==> src/rtl/rsa_pkg.sv <==
package rsa_pkg;

    typedef enum logic [2:0] {
        WHY_NONE   = 3'd0,
        WHY_ROB    = 3'd1,
        WHY_IQ     = 3'd2,
        WHY_LSQ    = 3'd3,
        WHY_PREG   = 3'd4,
        WHY_SERIAL = 3'd5,
        WHY_WIDTH  = 3'd6
    } why_e;

    typedef enum logic {
        ST_RUN    = 1'b0,
        ST_SSTALL = 1'b1
    } sstate_e;

    typedef struct packed {
        logic stop_ser;
        logic stop_preg;
        logic pend;
    } scan_flags_t;

endpackage

==> src/rtl/rsa_budget.sv <==
module rsa_budget
    import rsa_pkg::*;
#(
    parameter int CNT_W = 6
) (
    input  logic signed [CNT_W-1:0] rob_free,
    input  logic signed [CNT_W-1:0] iq_free,
    input  logic signed [CNT_W-1:0] lsq_free,
    output logic signed [CNT_W-1:0] min_free,
    output why_e                    min_src
);
    // strict less-than keeps the earlier source on a tie
    always_comb begin
        min_free = rob_free;
        min_src  = WHY_ROB;
        if (iq_free < min_free) begin
            min_free = iq_free;
            min_src  = WHY_IQ;
        end
        if (lsq_free < min_free) begin
            min_free = lsq_free;
            min_src  = WHY_LSQ;
        end
    end
endmodule

==> src/rtl/rsa_scan.sv <==
module rsa_scan
    import rsa_pkg::*;
#(
    parameter int WINDOW = 8,
    parameter int WIDTH  = 4,
    parameter int DST_W  = 2,
    parameter int PREG_W = 7,
    localparam int WIN_W  = $clog2(WINDOW + 1),
    localparam int SLOT_W = $clog2(WIDTH + 1)
) (
    input  logic                    enable,
    input  logic [WIN_W-1:0]        cap,
    input  logic [WINDOW-1:0]       sq,
    input  logic [WINDOW-1:0]       sb,
    input  logic [WINDOW-1:0]       sa,
    input  logic [WINDOW*DST_W-1:0] ndst,
    input  logic [PREG_W-1:0]       preg_free,
    input  logic                    carry_in,
    input  logic                    head_handled,
    output logic [SLOT_W-1:0]       slots,
    output logic [WIN_W-1:0]        consume,
    output scan_flags_t             flags
);
    logic [PREG_W-1:0] left;
    logic [PREG_W-1:0] need;
    logic              halt;

    always_comb begin
        slots = '0;
        consume = '0;
        flags = '{stop_ser: 1'b0, stop_preg: 1'b0, pend: carry_in};
        left = preg_free;
        need = '0;
        halt = 1'b0;
        for (int i = 0; i < WINDOW; i++) begin
            if (enable && !halt && consume < cap && slots < SLOT_W'(WIDTH)) begin
                if (sq[i]) begin
                    consume = consume + WIN_W'(1);
                end else begin
                    need = PREG_W'(ndst[i*DST_W +: DST_W]);
                    if ((sb[i] || flags.pend) && !(i == 0 && head_handled)) begin
                        halt = 1'b1;
                        flags.stop_ser = 1'b1;
                    end else if (left < need) begin
                        halt = 1'b1;
                        flags.stop_preg = 1'b1;
                    end else begin
                        slots = slots + SLOT_W'(1);
                        consume = consume + WIN_W'(1);
                        left = left - need;
                        flags.pend = sa[i];
                    end
                end
            end
        end
    end
endmodule

==> src/rtl/rsa_serctl.sv <==
module rsa_serctl
    import rsa_pkg::*;
(
    input  logic clk,
    input  logic rst,
    input  logic stop_ser,
    input  logic drain_done,
    input  logic consumed_any,
    input  logic pend_out,
    output logic ser_stall,
    output logic carry_q,
    output logic handled_q
);
    sstate_e state_q;

    always_ff @(posedge clk) begin
        if (rst) begin
            state_q   <= ST_RUN;
            carry_q   <= 1'b0;
            handled_q <= 1'b0;
        end else if (state_q == ST_SSTALL) begin
            if (drain_done) begin
                state_q   <= ST_RUN;
                handled_q <= 1'b1;
            end
        end else if (stop_ser) begin
            state_q   <= ST_SSTALL;
            carry_q   <= 1'b0;
            handled_q <= 1'b0;
        end else begin
            carry_q   <= pend_out;
            handled_q <= handled_q && !consumed_any;
        end
    end

    assign ser_stall = (state_q == ST_SSTALL);

    AST_SER_ENTER: assert property (@(posedge clk) disable iff (rst)
        (stop_ser && !ser_stall) |=> ser_stall);
    AST_SER_HOLD: assert property (@(posedge clk) disable iff (rst)
        (ser_stall && !drain_done) |=> ser_stall);
    AST_SER_RELEASE: assert property (@(posedge clk) disable iff (rst)
        (ser_stall && drain_done) |=> (!ser_stall && handled_q));
endmodule

==> src/rtl/rename_slot_alloc.sv <==
module rename_slot_alloc
    import rsa_pkg::*;
#(
    parameter int WINDOW = 8,
    parameter int WIDTH  = 4,
    parameter int CNT_W  = 6,
    parameter int PREG_W = 7,
    parameter int DST_W  = 2,
    localparam int WIN_W  = $clog2(WINDOW + 1),
    localparam int SLOT_W = $clog2(WIDTH + 1),
    localparam int MW     = (CNT_W > WIN_W) ? CNT_W : WIN_W
) (
    input  logic                    clk,
    input  logic                    rst,
    input  logic signed [CNT_W-1:0] rob_free,
    input  logic signed [CNT_W-1:0] iq_free,
    input  logic signed [CNT_W-1:0] lsq_free,
    input  logic [PREG_W-1:0]       preg_free,
    input  logic [WIN_W-1:0]        n_wait,
    input  logic [WINDOW-1:0]       ins_squashed,
    input  logic [WINDOW-1:0]       ins_ser_before,
    input  logic [WINDOW-1:0]       ins_ser_after,
    input  logic [WINDOW*DST_W-1:0] ins_ndst,
    input  logic                    drain_done,
    output logic [SLOT_W-1:0]       accept_cnt,
    output logic [WIN_W-1:0]        consume_cnt,
    output logic                    stall_req,
    output logic [2:0]              stall_why,
    output logic                    ser_stall
);
    logic signed [CNT_W-1:0] min_free;
    why_e                    min_src;
    logic                    blocked;
    logic                    capped;
    logic [MW-1:0]           mf_ext;
    logic [WIN_W-1:0]        cap;
    logic                    scan_en;
    logic                    carry_q;
    logic                    handled_q;
    scan_flags_t             sflags;
    why_e                    why;

    rsa_budget #(.CNT_W(CNT_W)) budget_i (
        .rob_free (rob_free),
        .iq_free  (iq_free),
        .lsq_free (lsq_free),
        .min_free (min_free),
        .min_src  (min_src)
    );

    assign blocked = (min_free <= 0);
    assign mf_ext  = MW'($unsigned(min_free));
    assign capped  = !blocked && (mf_ext < MW'(n_wait));
    assign cap     = blocked ? '0 : (capped ? WIN_W'(mf_ext) : n_wait);
    assign scan_en = !ser_stall && (n_wait != '0) && !blocked;

    rsa_scan #(
        .WINDOW (WINDOW),
        .WIDTH  (WIDTH),
        .DST_W  (DST_W),
        .PREG_W (PREG_W)
    ) scan_i (
        .enable       (scan_en),
        .cap          (cap),
        .sq           (ins_squashed),
        .sb           (ins_ser_before),
        .sa           (ins_ser_after),
        .ndst         (ins_ndst),
        .preg_free    (preg_free),
        .carry_in     (carry_q),
        .head_handled (handled_q),
        .slots        (accept_cnt),
        .consume      (consume_cnt),
        .flags        (sflags)
    );

    rsa_serctl serctl_i (
        .clk          (clk),
        .rst          (rst),
        .stop_ser     (sflags.stop_ser),
        .drain_done   (drain_done),
        .consumed_any (consume_cnt != '0),
        .pend_out     (sflags.pend),
        .ser_stall    (ser_stall),
        .carry_q      (carry_q),
        .handled_q    (handled_q)
    );

    // reason priority: stall state, empty window, queue block, group stop cause
    always_comb begin
        why = WHY_NONE;
        stall_req = 1'b0;
        if (ser_stall) begin
            why = WHY_SERIAL;
            stall_req = 1'b1;
        end else if (n_wait == '0) begin
            why = WHY_NONE;
        end else if (blocked) begin
            why = min_src;
            stall_req = 1'b1;
        end else if (sflags.stop_ser) begin
            why = WHY_SERIAL;
            stall_req = 1'b1;
        end else if (sflags.stop_preg) begin
            why = WHY_PREG;
            stall_req = 1'b1;
        end else if (consume_cnt < n_wait) begin
            stall_req = 1'b1;
            why = (capped && consume_cnt == cap) ? min_src : WHY_WIDTH;
        end
    end

    assign stall_why = why;

    AST_ACCEPT_BOUND: assert property (@(posedge clk) disable iff (rst)
        (accept_cnt <= SLOT_W'(WIDTH)) && (WIN_W'(accept_cnt) <= consume_cnt));
    AST_CONSUME_BOUND: assert property (@(posedge clk) disable iff (rst)
        consume_cnt <= n_wait);
    AST_BLOCKED_IDLE: assert property (@(posedge clk) disable iff (rst)
        (n_wait != '0 && min_free <= 0) |-> (consume_cnt == '0 && stall_req));
    AST_SSTALL_QUIET: assert property (@(posedge clk) disable iff (rst)
        ser_stall |-> (consume_cnt == '0 && stall_req && stall_why == 3'd5));
    AST_LEFTOVER_STALL: assert property (@(posedge clk) disable iff (rst)
        (consume_cnt < n_wait) |-> stall_req);
endmodule

==> config.mk <==
export PLATFORM = sky130hd
export DESIGN_NAME = rename_slot_alloc
export DESIGN_NICKNAME = d
export VERILOG_FILES = /design/src/rtl/rsa_pkg.sv /design/src/rtl/rsa_budget.sv /design/src/rtl/rsa_scan.sv /design/src/rtl/rsa_serctl.sv /design/src/rtl/rename_slot_alloc.sv
export SDC_FILE = /design/constraint.sdc
export NUM_CORES = 1
export LEC_CHECK = 0
export ABC_AREA = 1
export ABC_CLOCK_PERIOD_IN_PS = 15130
export BUFFER_PORTS_ARGS = -buffer_cell sky130_fd_sc_hd__buf_2
export CAP_MARGIN = 20
export CORE_MARGIN = 10
export CORE_UTILIZATION = 49
export DETAILED_ROUTE_END_ITERATION = 7
export PLACE_DENSITY_LB_ADDON = 0.05
export SETUP_SLACK_MARGIN = 0.02
export SYNTH_ARGS = -nofsm -noshare
export SYNTH_HDL_FRONTEND = slang
export SYNTH_HIERARCHICAL = 1
export SYNTH_SLANG_ARGS = --single-unit
==> constraint.sdc <==
create_clock -name clk -period 15.13 [get_ports clk]
set_input_delay 0.7565 -clock clk [delete_from_list [all_inputs] [get_ports clk]]
set_output_delay 0.7565 -clock clk [all_outputs]
set_load 0.02 [all_outputs]
---- Word-level counts from Yosys, hierarchy flattened ----
Cells that the tools add are included.
word-level totals
  register bits after elaboration ......... 3
  word-level logic and storage cells ...... 297
  bits of input ports ..................... 72
operators by class
  equal/unequal tests ..................... 2
  multiplexer cells ....................... 193
  reductions and logical operators ........ 50
  magnitude comparators ................... 28
  add/subtract/negate cells ............... 21
operator list
  cell                                                                              count
  7-bit two-way mux                                                                 28
  3-bit two-way mux                                                                 54
  4-bit two-way mux                                                                 33
  1-bit two-way mux                                                                 66
  7-bit by 2-bit less-than comparator with 1-bit output                             8
  7-bit by 2-bit subtractor with 7-bit output                                       7
  4-bit less-than comparator                                                        8
  4-bit by 1-bit adder with 4-bit output, second input constant                     7
  1-bit logical AND                                                                 28
  3-bit by 1-bit adder with 3-bit output, second input constant                     7
  3-bit less-than comparator, second input constant                                 7
  2-bit two-way mux                                                                 10
  6-bit less-than comparator                                                        2
  6-bit two-way mux                                                                 2
  1-bit zero test                                                                   11
  1-bit logical OR                                                                  8
  4-bit nonzero test                                                                2
  6-bit by 1-bit less-or-equal comparator with 1-bit output, second input constant  1
  6-bit by 4-bit less-than comparator with 1-bit output                             1
  4-bit == test                                                                     1
  4-bit zero test                                                                   1
  1-bit by 4-bit less-than comparator with 1-bit output, first input constant       1
  2-bit != test, second input constant                                              1

---- Depth between registers and ports, before layout ----
  word-level depth ........................ 56
  gate-level depth with buffers ........... 121
  mapped depth without buffers ............ 120

---- Hierarchy ----
The synthesis kept the hierarchy.
modules (own cells, without submodules)
  module             area an instance (um^2)  cells an instance  instances
  rsa_scan           4,325.4                  768                1
  rsa_budget         569.3                    98                 1
  rename_slot_alloc  563.0                    99                 1
  rsa_serctl         125.1                    17                 1

---- Worst setup path after synthesis ----
No wires, ideal clock.
  path type ............................... input to output
  start ................................... input rob_free[5]
  end ..................................... output stall_why[0]
  data arrival time ....................... 14,572 ps
  stages on the path ...................... 103
  setup slack ............................. -198 ps
  required time ........................... 14,374 ps
  cells stage by stage .................... inv_1 > ha_1 > nand2_1 > inv_1 > a21oi_2 > nand3_1 > nand2_1 > inv_2 > o21ai_0 > ha_1 > nand2_1 > nor2_1 > a211oi_2 > nand3_2 > nand3_1 > nand2_1 > ha_1 > nand2_1 > [67 not listed] > nand3b_1 > xor2_1 > ha_1 > a21oi_1 > nand4_1 > a21oi_4 > nand3_1 > nand2_1 > nand2_1 > inv_1 > ha_1 > a21oi_1 > o21a_1 > nor3b_1 > nand3_1 > nand2_1 > nand2_1 > nand2_1
on the way
  longest elaborated chain between the ends .. 56
  elaborated cells on any way between the ends .. 246
ends and longest elaborated chain
  element                                                    line                      text
  start: declaration                                         rename_slot_alloc.sv:15   input logic signed [CNT_W-1:0] rob_free,
  6-bit less-than comparator                                 rsa_budget.sv:16          if (iq_free < min_free) begin
  6-bit two-way mux *                                        rsa_budget.sv:16
  6-bit less-than comparator                                 rsa_budget.sv:20          if (lsq_free < min_free) begin
  6-bit two-way mux *                                        rsa_budget.sv:20
  named net mf_ext[3]                                        rename_slot_alloc.sv:35   logic [MW-1:0] mf_ext;
  6-bit by 1-bit less-or-equal comparator with 1-bit output  rename_slot_alloc.sv:51   assign blocked = (min_free <= 0);
  1-bit zero test                                            rename_slot_alloc.sv:53   assign capped = !blocked && (mf_ext < MW'(n_wait));
  1-bit logical AND                                          rename_slot_alloc.sv:53
  [2 not listed]                                             --
  named net cap[3]                                           rename_slot_alloc.sv:36   logic [WIN_W-1:0] cap;
  [38 not listed]                                            --
  named net consume_cnt[3]                                   rename_slot_alloc.sv:26   output logic [WIN_W-1:0] consume_cnt,
  [1 not listed]                                             --
  1-bit logical AND                                          rename_slot_alloc.sv:109  why = (capped && consume_cnt == cap) ? min_src : WHY_WIDTH;
  3-bit two-way mux                                          rename_slot_alloc.sv:109
  3-bit two-way mux *                                        rename_slot_alloc.sv:107  end else if (consume_cnt < n_wait) begin
  3-bit two-way mux *                                        rename_slot_alloc.sv:104  end else if (sflags.stop_preg) begin
  3-bit two-way mux *                                        rename_slot_alloc.sv:101  end else if (sflags.stop_ser) begin
  3-bit two-way mux *                                        rename_slot_alloc.sv:98   end else if (blocked) begin
  3-bit two-way mux *                                        rename_slot_alloc.sv:96   end else if (n_wait == '0) begin
  3-bit two-way mux *                                        rename_slot_alloc.sv:93   if (ser_stall) begin
  end: declaration                                           rename_slot_alloc.sv:28   output logic [2:0] stall_why,
Mark *: on every way through the listed nets, which the timed path passes. The rest lies on a longest branch.

---- Final worst setup path ----
  start ................................... input rob_free[5]
  end ..................................... output stall_why[1]
on the way
  longest elaborated chain between the ends .. 56
  elaborated cells on any way between the ends .. 246
ends and longest elaborated chain
  element                                                    line
  6-bit less-than comparator                                 rsa_budget.sv:16
  6-bit two-way mux *                                        rsa_budget.sv:16
  6-bit less-than comparator                                 rsa_budget.sv:20
  6-bit two-way mux *                                        rsa_budget.sv:20
  named net mf_ext[1]                                        rename_slot_alloc.sv:35
  6-bit by 1-bit less-or-equal comparator with 1-bit output  rename_slot_alloc.sv:51
  1-bit zero test                                            rename_slot_alloc.sv:53
  1-bit logical AND                                          rename_slot_alloc.sv:53
  [2 not listed]                                             --
  named net cap[3]                                           rename_slot_alloc.sv:36
  [39 not listed]                                            --
  1-bit logical AND                                          rename_slot_alloc.sv:109
  3-bit two-way mux                                          rename_slot_alloc.sv:109
  3-bit two-way mux                                          rename_slot_alloc.sv:107
  3-bit two-way mux                                          rename_slot_alloc.sv:104
  3-bit two-way mux *                                        rename_slot_alloc.sv:101
  3-bit two-way mux *                                        rename_slot_alloc.sv:98
  3-bit two-way mux *                                        rename_slot_alloc.sv:96
  3-bit two-way mux *                                        rename_slot_alloc.sv:93
Marked as above.

==> metrics.md <==
| Metric | Value |
|---|---|
| Cell depth of the worst hold path | `2` |
| Crit path time final | `around 15 ns` |
| IO Count | `between 80 and 90` |
| ANT cells | `0` |
| Full die area | `around 16000 sq um` |
| Hold path endpoint | `serctl_i/carry_q` |
| First-pass GRT wire length | `between 20 and 30 mm` |
| Post-Synth Adder-Cell Area | `between 15 and 20%` |
| Relative slew margins | `roughly 62%` |
| Wire length per cell | `approximately 13 microns` |
| Total power | `1.60 mW` |
| Number of remaining DRC errors | `0` |
| Initial Util | `50.8%` |
| Slew Viols, Final | `0` |
| Worst r2r path cells | `84` |
| Final net count | `1322` |
| Vias per cell | `around 5` |
| Post-Syn Area | `around 5600 sq um` |
| HPWL after DPL | `13.4 mm` |
| Mux cell area share after synthesis | `less than 1%` |
| Root buf cell | `clkbuf_16` |
| Largest family of logic cells by synthesized area | `simple AND/OR/NAND/NOR gates` |
| Mapped Nets | `about 1100` |
| Row count | `38` |
| Number of synthesized register bits | `3` |
| Worst Path Arrival | `13.76 ns` |
| Slowest stage delay, CP | `between 0.3 and 0.4 ns` |
| Worst path required time | `14.37 ns` |
| CTS H-Tree Depth | `1` |
| Cts hold-fix bufs | `0` |
| Setup violators final | `0` |
| GRT Total Usage | `18.2%` |
| Simple-Gate Fraction of Synth Area | `between 50 and 60%` |
| Async S/R FF share, synth | `0%` |
| CP Max Fanout | `8` |
| PwrDens | `208 nW/um^2` |
| Final Routed Wirelength | `around 17 mm` |
| Fmax | `a little under 70 MHz` |
| Pleak | `approximately 4.3 nW` |
| Crit. End Element | `primary output` |
| Core area | `11000 sq um` |
| Post-Synth XOR/XNOR Area | `between 2 and 2.5%` |
| CP startpoint kind | `input pin` |
| Area grow syn2layout | `37.6%` |
| Max Root-Sink Buffers | `2` |
| Vias | `approximately 6600` |
| TritonCTS buffer count | `3` |
| Clk Latency, worst-skew pair | `approximately 0.22 ns` |
| DP Worst Slack | `-0.482 ns` |
| Iter 0 DRT Violations | `approximately 280` |
| TritonCTS clock tree | `done` |
| Worst hold slack | `around 0.54 ns` |
| Status | `completed` |
| Register area | `around 60 sq um` |
| Worst hold start | `serctl_i/carry_q` |
| Die height | `127 microns` |
| Port Buf Inserts | `between 80 and 90` |
| Pin count of the biggest net entering global routing | `11` |
| Overflow after GRT | `0` |
| Die W | `127 microns` |
| R2r endpoint | `serctl_i/handled_q` |
| Max VDD drop | `roughly 130 uV` |
| HP Class | `register to register` |
| Slowest stage cell, crit path | `ha_1` |
| CTS sink count | `3` |
| Post-synthesis sequential area ratio | `between 1 and 1.5%` |
| Slew @ Worst Pin | `0.559 ns` |
| FILL cells | `1000` |
| Compound-gate portion of the synthesized area | `10.6%` |
| Routability Congestion | `0.883` |
| Vias in the first global route | `5950` |
| Initial antenna violation count | `0` |
| Final Hold Fails | `0` |
| Maxcap violations | `0` |
| Layout cells sized above 1 | `about two fifths` |
| Worst-path clk slew | `roughly 0.03 ns` |
| Multi-input gate area | `between 5000 and 6000 sq um` |
| Setup ws final | `around 0.6 ns` |
| Reg2Reg Launch Point | `serctl_i/ser_stall` |
| Yosys warns | `6` |
| Clock Skew | `between 0.001 and 0.0015 ns` |
| Crit Path Category | `input pin to primary output` |
| Post-Syn Instances | `roughly 1000` |
| Avg Cell Area, Syn | `roughly 5.7 sq um` |
| Synth Flop Type | `dfxtp_1` |
| Detailed Routing Iterations Pass 1 | `4` |
| Yosys cell types | `56` |
| Antenna Nets Post-Route | `0` |
| Post-synth EDFFs | `0` |
| Reg2Reg Setup Slack | `5.15 ns` |
| Period utilization | `a little over nine tenths` |
[final cells by class]
cell class | count | area share (%)
timing repair buffer | 197 | 16.7
clock buffer | 4 | 1.03
tap | 140 | 2.28
timing repair inverter | 1 | 0.0977
sequential | 3 | 0.782
inverter | 201 | 9.97
multi-input combinational | 775 | 69.2
[power by group]
group	internal [mW]	switching, mW
Sequential	0.0110	0.00409
Clock	0.0347	0.00667
Combinational	0.614	0.927
Total	0.660	0.938
[critical path, delay by kind of cell]
| kind | cells | cell delay (ns) |
|---|---|---|
| xor+xnor | 2 | 0.38 |
| buf+inv | 20 | 1.64 |
| simple gates | 53 | 4.96 |
| compound gates | 24 | 3.32 |
| fa+ha+maj | 11 | 2.65 |
[state kept, by name (all words and copies together) (netlist names)]
name                count
serctl_i/carry_q        1
serctl_i/ser_stall      1
serctl_i/handled_q      1
[synthesized netlist by cell type (all sizes together), types with 2 or more instances]
| master | count | area [sq um] |
|---|---|---|
| nand2 | 333 | 1480 |
| inv | 198 | 746 |
| nand3 | 111 | 736 |
| nor2 | 104 | 547 |
| ha | 61 | 763 |
| o21ai | 43 | 230 |
| a21oi | 34 | 196 |
| nand4 | 19 | 140 |
| xor2 | 13 | 114 |
| nand3b | 10 | 91.3 |
| nor3 | 8 | 51.3 |
| fa | 7 | 140 |
| o21bai | 6 | 56.3 |
| a31oi | 5 | 31.3 |
| buf | 3 | 30.0 |
| clkinv | 3 | 12.5 |
| dfxtp | 3 | 60.1 |
| or2 | 3 | 18.8 |
| and2 | 2 | 13.8 |
| nor3b | 2 | 15.0 |
| o21a | 2 | 15.0 |
| o22ai | 2 | 12.5 |
[metrics by stage]
step                std cells  area, sq um  utilization, %  TNS [ns]
finish                   1321         7680            70.0         0
global route             1321         7680            70.0    -0.892
CTS                      1280         6860            62.5         0
detailed placement       1272         6690            60.9     -1.44
global placement         1272         6690            60.9    -0.217
floorplan                 982         5610               -         0
[routing by layer]
layer	vias to the layer above	GRT usage, %	wire length, microns
met4	0	1.54	286
met3	22	2.37	620
met1	2926	22.9	7480
met5	-	0	0
li1	3512	-	-
met2	132	33.3	8200
[kinds of logic (layout without fill, tap and decap cells)]
group / after synthesis / count (layout)
AO/OA/AOI/OAI: 97 / 97
XOR/XNOR: 14 / 14
adder cells (fa/ha/maj): 68 / 68
buffers and inverters: 204 / 403
flip-flops: 3 / 3
multiplexers: 1 / 1
other: 1 / 1
AND/OR/NAND/NOR: 594 / 594
[what timing repair did]
| action | CTS | global route |
|---|---|---|
| gates cloned | 1 | 0 |
| pin swaps | 7 | 101 |
| setup endpoints to repair | 4 | 12 |
| setup buffers | 3 | 41 |
| gates resized for setup | 22 | 123 |
[how the worst max path moves through the flow]
stage	start	end	slack, ns	cells after the start
finish	rob_free[5]	stall_why[1]	0.62	110
global route	rob_free[5]	stall_why[0]	-0.29	113
CTS	rob_free[5]	stall_why[0]	0.03	108
detailed placement	rob_free[5]	stall_why[0]	-0.48	106
global placement	rob_free[5]	stall_why[0]	-0.15	104
floorplan	rob_free[5]	stall_why[0]	0.03	105
[cells in the final DEF (no fill, tap or decap), types with 3 or more instances in the layout]
cell	netlist	layout
nand4_1	17	17
ha_2	0	5
a21oi_2	4	17
buf_2	0	82
o21ai_4	0	4
fa_1	7	7
nand3_1	81	70
nor3_1	7	7
ha_1	61	42
o21ai_2	4	13
nor2_2	20	25
inv_1	172	154
nand3_2	26	34
o21bai_1	5	5
nand3_4	4	7
o21ai_0	26	12
a21oi_1	29	15
dfxtp_1	3	3
nor2_4	12	14
buf_4	1	113
nand2_2	42	54
ha_4	0	14
nand3b_1	8	8
a31oi_1	5	3
inv_2	25	41
clkbuf_16	0	3
xor2_1	13	11
o21ai_1	13	14
nand2_4	14	24
nand2_1	276	254
nor2_1	71	64
(Power assumes the default switching activity.)
